==> src/rtl/sclk_hold_monitor.sv <==
module sclk_hold_monitor #(
  parameter int SYNC_FRAMES  = 4,
  parameter int PDOWN_FRAMES = 20,
  parameter int PULSE_CLKS   = 3,
  parameter int SYNC_STAGES  = 2
) (
  input  logic clk,
  input  logic rst_n,
  input  logic sclk_in,
  input  logic frame_tick,
  output logic rdy_force,
  output logic rdy_level,
  output logic mod_reset,
  output logic power_down
);

  localparam int CW = $clog2(PDOWN_FRAMES + 1);
  localparam int PW = $clog2(PULSE_CLKS + 1);
  localparam logic [CW-1:0] SYNC_N  = CW'(SYNC_FRAMES);
  localparam logic [CW-1:0] PDOWN_N = CW'(PDOWN_FRAMES);
  localparam logic [PW-1:0] PULSE_LAST = PW'(PULSE_CLKS - 1);

  typedef enum logic [1:0] {M_RUN, M_PULSE, M_HOLD, M_OFF} mode_t;

  logic [SYNC_STAGES-1:0] sync_q;
  logic                   s_hi, s_prev, fall;
  logic                   armed, armed_nxt;
  logic [CW-1:0]          cnt, cnt_nxt;
  logic [PW-1:0]          pcnt, pcnt_nxt;
  mode_t                  mode, mode_nxt;

  assign s_hi = sync_q[SYNC_STAGES-1];
  assign fall = s_prev & ~s_hi;

  always_ff @(posedge clk) begin
    if (!rst_n) begin
      sync_q <= '0;
      s_prev <= 1'b0;
    end else begin
      sync_q <= {sync_q[SYNC_STAGES-2:0], sclk_in};
      s_prev <= s_hi;
    end
  end

  always_comb begin
    armed_nxt = armed;
    cnt_nxt   = cnt;
    if (!s_hi) begin
      armed_nxt = 1'b0;
      cnt_nxt   = '0;
    end else if (frame_tick) begin
      armed_nxt = 1'b1;
      if (armed && cnt != PDOWN_N) cnt_nxt = cnt + 1'b1;
    end
  end

  always_comb begin
    mode_nxt = mode;
    pcnt_nxt = pcnt;
    unique case (mode)
      M_RUN: if (cnt_nxt == SYNC_N) begin
        mode_nxt = M_PULSE;
        pcnt_nxt = '0;
      end
      M_PULSE:
        if (fall) mode_nxt = M_RUN;
        else if (pcnt == PULSE_LAST) mode_nxt = M_HOLD;
        else pcnt_nxt = pcnt + 1'b1;
      M_HOLD:
        if (fall) mode_nxt = M_RUN;
        else if (cnt_nxt == PDOWN_N) mode_nxt = M_OFF;
      M_OFF:
        if (fall) mode_nxt = M_RUN;
      default: mode_nxt = M_RUN;
    endcase
  end

  always_ff @(posedge clk) begin
    if (!rst_n) begin
      armed <= 1'b0;
      cnt   <= '0;
      pcnt  <= '0;
      mode  <= M_RUN;
    end else begin
      armed <= armed_nxt;
      cnt   <= cnt_nxt;
      pcnt  <= pcnt_nxt;
      mode  <= mode_nxt;
    end
  end

  assign rdy_force  = (mode != M_RUN);
  assign rdy_level  = (mode == M_HOLD) || (mode == M_OFF);
  assign mod_reset  = (mode != M_RUN);
  assign power_down = (mode == M_OFF);

endmodule

==> config.mk <==
export PLATFORM = sky130hd
export DESIGN_NAME = sclk_hold_monitor
export DESIGN_NICKNAME = d
export VERILOG_FILES = /design/src/rtl/sclk_hold_monitor.sv
export SDC_FILE = /design/constraint.sdc
export NUM_CORES = 1
export LEC_CHECK = 0
export ABC_AREA = 0
export ABC_CLOCK_PERIOD_IN_PS = 1600
export BUFFER_PORTS_ARGS = -buffer_cell sky130_fd_sc_hd__buf_2
export CELL_PAD_IN_SITES_DETAIL_PLACEMENT = 0
export CELL_PAD_IN_SITES_GLOBAL_PLACEMENT = 1
export CORE_ASPECT_RATIO = 0.75
export CORE_UTILIZATION = 37
export DETAILED_ROUTE_END_ITERATION = 10
export GPL_TIMING_DRIVEN = 1
export PLACE_DENSITY = 0.69
export SYNTH_ARGS = -nofsm -noshare
export SYNTH_HDL_FRONTEND = slang
export SYNTH_SLANG_ARGS = --single-unit
==> constraint.sdc <==
create_clock -name clk -period 1.6 [get_ports clk]
set_input_delay 0.24 -clock clk [delete_from_list [all_inputs] [get_ports clk]]
set_output_delay 0.24 -clock clk [all_outputs]
set_load 0.01 [all_outputs]
# After elaboration in Yosys (flattened, before gate mapping)
# Index checks and enable logic that the tools add are counted.
[totals] latchBits=0 memories=0 register_bits=13 mem_bits_ro=0 out_inout_bits=4 inputBits=4 elab_cells=45 mem_bits_rw=0
[classes] mul=0 shifts=0 addsub=2 bitwise=2 magnitude_cmp=0 reduce_logical=8 eq_ne=13 muxes=14 div=0
[op_table] cell="two-way mux 2 bit" n=9
[op_table] cell="two-way mux 5 bit" n=3
[op_table] cell="one-hot mux 2 bit (4 select lines)" n=1
[op_table] cell="AND reduction 4 bit" n=2
[op_table] cell="== test 2 bit, second input constant" n=3
[op_table] cell="inequality test 2 bit, second input constant" n=3
[op_table] cell="inequality test 3 bit, second input constant" n=2
[op_table] cell="adder 5 x 1 -> 5 bit, second input constant" n=1
[op_table] cell="== test 5 x 3 -> 1 bit, second input constant" n=1
[op_table] cell="== test 5 bit, second input constant" n=1
[op_table] cell="inequality test 5 bit, second input constant" n=1
[op_table] cell="one-hot mux 2 bit (2 select lines)" n=1
[op_table] cell="nonzero test 2 bit" n=2
[op_table] cell="adder 2 x 1 -> 2 bit, second input constant" n=1
[op_table] cell="== test 2 x 1 -> 1 bit, second input constant" n=1
[op_table] cell="logical NOT 2 bit" n=1
[op_table] cell="inequality test 2 x 1 -> 1 bit, second input constant" n=1
[op_table] cell="AND reduction 2 bit" n=1
[op_table] cell="AND 1 bit" n=1
[op_table] cell="logical AND 1 bit" n=1
[op_table] cell="logical OR 1 bit" n=1
[op_table] cell="inverter 1 bit" n=1

# Depth between registers and ports, before layout
[logic_depth] word_depth=9 ltp_mapped=7 depth_no_buf=7

# Worst setup path after synthesis
# Ideal clock, no wire load.
[synth_path] kind="register to register" startpoint="reg cnt[0]" endpoint="reg pcnt[0]" t_arrival_ps=1697 slack_ps=-169 n_path_buf=0 stages_incl_launch_ff=8 setup_ps=72 synth_period_minus_slack_ps=1769 cell_sequence="dfxtp_1 inv_1 ha_1 and3b_1 a21o_1 mux2_4 a31oi_2 mux2i_1"
[synth_between] elab_chain_len=8
[synth_lines] item="start: declaration" line="28" rtl="logic [CW-1:0] cnt, cnt_nxt;"
[synth_lines] item="start signal: assignment" line="86" rtl="cnt <= cnt_nxt;"
[synth_lines] item="parallel branches: the longest is 3 deep, another holds adder 5 x 1 -> 5 bit"
[synth_lines] item="two-way mux 5 bit (*)" line="51" rtl="end else if (frame_tick) begin"
[synth_lines] item="two-way mux 5 bit (*)" line="48" rtl="if (!s_hi) begin"
[synth_lines] item="== test 5 x 3 -> 1 bit (*)" line="61" rtl="M_RUN: if (cnt_nxt == SYNC_N) begin"
[synth_lines] item="inequality test 2 bit (no source line) (*)"
[synth_lines] item="AND reduction 4 bit (no source line) (*)"
[synth_lines] item="end signal: assignment" line="87" rtl="pcnt <= pcnt_nxt;"
[synth_lines] item="end: declaration" line="29" rtl="logic [PW-1:0] pcnt, pcnt_nxt;"
# Every way passes the cells marked *.
# A chain may end at the register's enable or synchronous reset.

# Worst setup path after layout
# Ends and elaborated chain as after synthesis.

==> flow_summary.ini <==
[outcome]
status = finished, violations left
violations = setup timing

[min_path]
holdPathStages = 2
hold_class = in2reg

[clocking]
cts.sinks = 13
clock_latency_ns = 0.28
clkTransAtPathRegs_ns = 0.08
cts_buffers = 3
htree_levels = 1
clockRootBuffer = clkbuf_4
cts_tree = built
cts_hold_buf = 0
clk_path_buf_depth = 2

[drt]
drcViolationCount = 0
dr.pass1.iters = 4
drt-initial-drc-count = 9
final_antenna_net_count = 0
vias = 597
vias_per_cell = 4.81
routed_wl_microns = 1400
wl_per_cell_microns = 11.3

[final_layout]
nNetsFinal = 110
syn2layout_area_growth_pct = 40.0
n_fill_cell = 165
drive_gt1_frac = 0.431
insertedDiodeCount = 0
seq_area_sq_um = 265
postLayoutCoreUtil = 0.552
final_cells = 124
multi_input_area_sq_um = 450

[worst_setup_path]
path_delay_family = multiplexers
rrSetupSlack_ns = -0.14
required_ns = 1.81
crit_slowest_cell = dfxtp_2
worstPathCellList = inv_2 > ha_4 > and3b_1 > a21o_1 > mux2_4 > a31oi_4 > mux2i_1
arrival_ns = 1.95
path_class = reg2reg
cp.depth = 7
worstSetupEndpointType = flip-flop
r2r_cells = 7
crit_buf_inv = 1
crit_path_max_fanout = 3
start_kind = flip-flop
cp_slowest_stage_delay_ns = 0.36

[synthesis]
ys_seq_area_frac = 0.383
syn_inst = 78
ys.flop_type = dfxtp_1
synth.most_common_cell = dfxtp_1
synth_xor_area_frac = 0.0129
synth_top_family_by_area = simple AND/OR/NAND/NOR gates
synth_fa_ha_area_frac = 0.0552
synth.net_count = 85
synthMuxAreaShare = 0.0663
yosys_warnings = 0
synthSimpleGateAreaFrac = 0.247
synth_edf_count = 0
synth_top_area_frac = 0.383
yosys.area.top_type = dfxtp_1
avgSynthCellArea_sq_um = 8.71
async_flop_share = 0
synth.distinct_cells = 31
synth_area_leaders = dfxtp_1, nor2_1, ha_1
synth_commonest_cells = dfxtp_1, nor2_1, nand2_1, inv_1
synth_compound_area_frac = 0.186
ys_ff_latch = 13
syn_area_sq_um = 679

[pwr]
swShare = 0.221
p_comb_frac = 0.035
ir_drop_mv = 0.605
p_int_uw = 426
p_per_area_nw_per_um2 = 575
clockPowerShare = 0.365
power_frac_seq = 0.600
p_sw_uw = 121
p_leak_uw = 0.000409
finalPower_uw = 547

[floorplan]
start_util = 0.394
rows = 13
die_w_microns = 51.5
core_sq_um = 1720
die_area_sq_um = 2010
io_pins = 8
die_y_microns = 39.1

[sta]
drv_slew = 0
hold_ws_ns = 0.166
hold_violations = 0
fin_crit_ns = 1.74
setup_viol = 4
tightest_slew_ns = 0.385
worst_clock_skew_ns = 0.00381
clock.fmax_mhz = 575
rsz0062_at_grt = yes
setup_slack_ns = -0.138
slew_headroom = 0.743
fin_crit_sh = 1.09

[place]
dp.cells = 117
place_hpwl_microns = 1080
place.gp.congestion = 0.746
io_buffers = 7
place_ws_ns = -0.147

[grt]
grt_pass1_vias = 495
overflow = 0
grt_max_degree = 10
grt_pass1_wl_microns = 2240
antenna_found_initial = 0
grt_use_total = 0.161

[job]
drv_cap = 0
cell type report:
class / count / area share
inverter: 5 / 0.0224
sequential: 13 / 0.279
clock inverter: 1 / 0.00526
timing repair buffer: 23 / 0.167
clock buffer: 3 / 0.0237
tap: 22 / 0.0289
multi-input combinational: 57 / 0.474
power groups by stage:
stage / Combinational [uW] / Clock [uW] / Sequential [uW]
after global routing: 20.7 / 226 / 328
after global placement: 16.8 / 0 / 337
final: 19.0 / 200 / 328
after floorplan: 10.4 / 0 / 336
after detailed placement: 16.7 / 0 / 337
after CTS: 18.1 / 214 / 329
layout by cell type, fill, tap and decap left out, drive strengths merged, types with 2 or more instances in the layout:
| cell | instances |
|---|---|
| a21oi | 3 |
| a31o | 2 |
| and2 | 3 |
| buf | 23 |
| clkbuf | 3 |
| dfxtp | 13 |
| ha | 3 |
| inv | 5 |
| mux2i | 3 |
| nand2 | 10 |
| nand3 | 3 |
| nor2 | 11 |
logic make-up (layout without fill, tap and decap cells):
logic type,Yosys count,count (layout)
mux,4,4
flops,13,13
xor+xnor,1,1
simple gates,35,35
fa+ha+maj,3,3
buf+inv,8,32
compound gates,14,14
sequential cells by signal, indices dropped and copies added, names as in the netlist:
signal and flops:
mode 2, s_prev 1, sync_q 2, armed 1, pcnt 2, cnt 5
layer usage:
metal / GRT usage / part of all wire / vias up
li1: - / - / 320
met1: 0.217 / 0.52 / 264
met2: 0.221 / 0.42 / 11
met3: 0.0706 / 0.043 / 2
met4: 0.0608 / 0.0093 / 0
met5: 0 / 0 / -
final timing paths:
path / start / endpoint
max: cnt[0]$_SDFF_PN0_ / pcnt[0]$_SDFFE_PN0P_
min reg2reg: sync_q[0]$_SDFF_PN0_ / sync_q[1]$_SDFF_PN0_
max reg2reg: cnt[0]$_SDFF_PN0_ / pcnt[0]$_SDFFE_PN0P_
min: sclk_in / sync_q[0]$_SDFF_PN0_
worst reg2reg max path: stages, from the launching register on:
cell	delay (ns)
dfxtp_2	0.36
inv_2	0.06
ha_4	0.15
and3b_1	0.18
a21o_1	0.19
mux2_4	0.32
a31oi_4	0.20
mux2i_1	0.21
what timing repair did:
| item | 4_1_cts | 5_1_grt |
|---|---|---|
| gates resized for setup | 4 | 5 |
| cloned | 0 | 0 |
| buffers inserted | 2 | 1 |
| setup endpoints to repair | 3 | 3 |
| pin swaps | 1 | 0 |
metrics by stage:
stage / instance area (sq um) / TNS, ns
after floorplan: 703 / -0.131
after global placement: 848 / -0.265
after detailed placement: 848 / -0.357
after CTS: 920 / -0.343
after global routing: 951 / -0.729
final: 951 / -0.359
(Power assumes the default switching activity.)
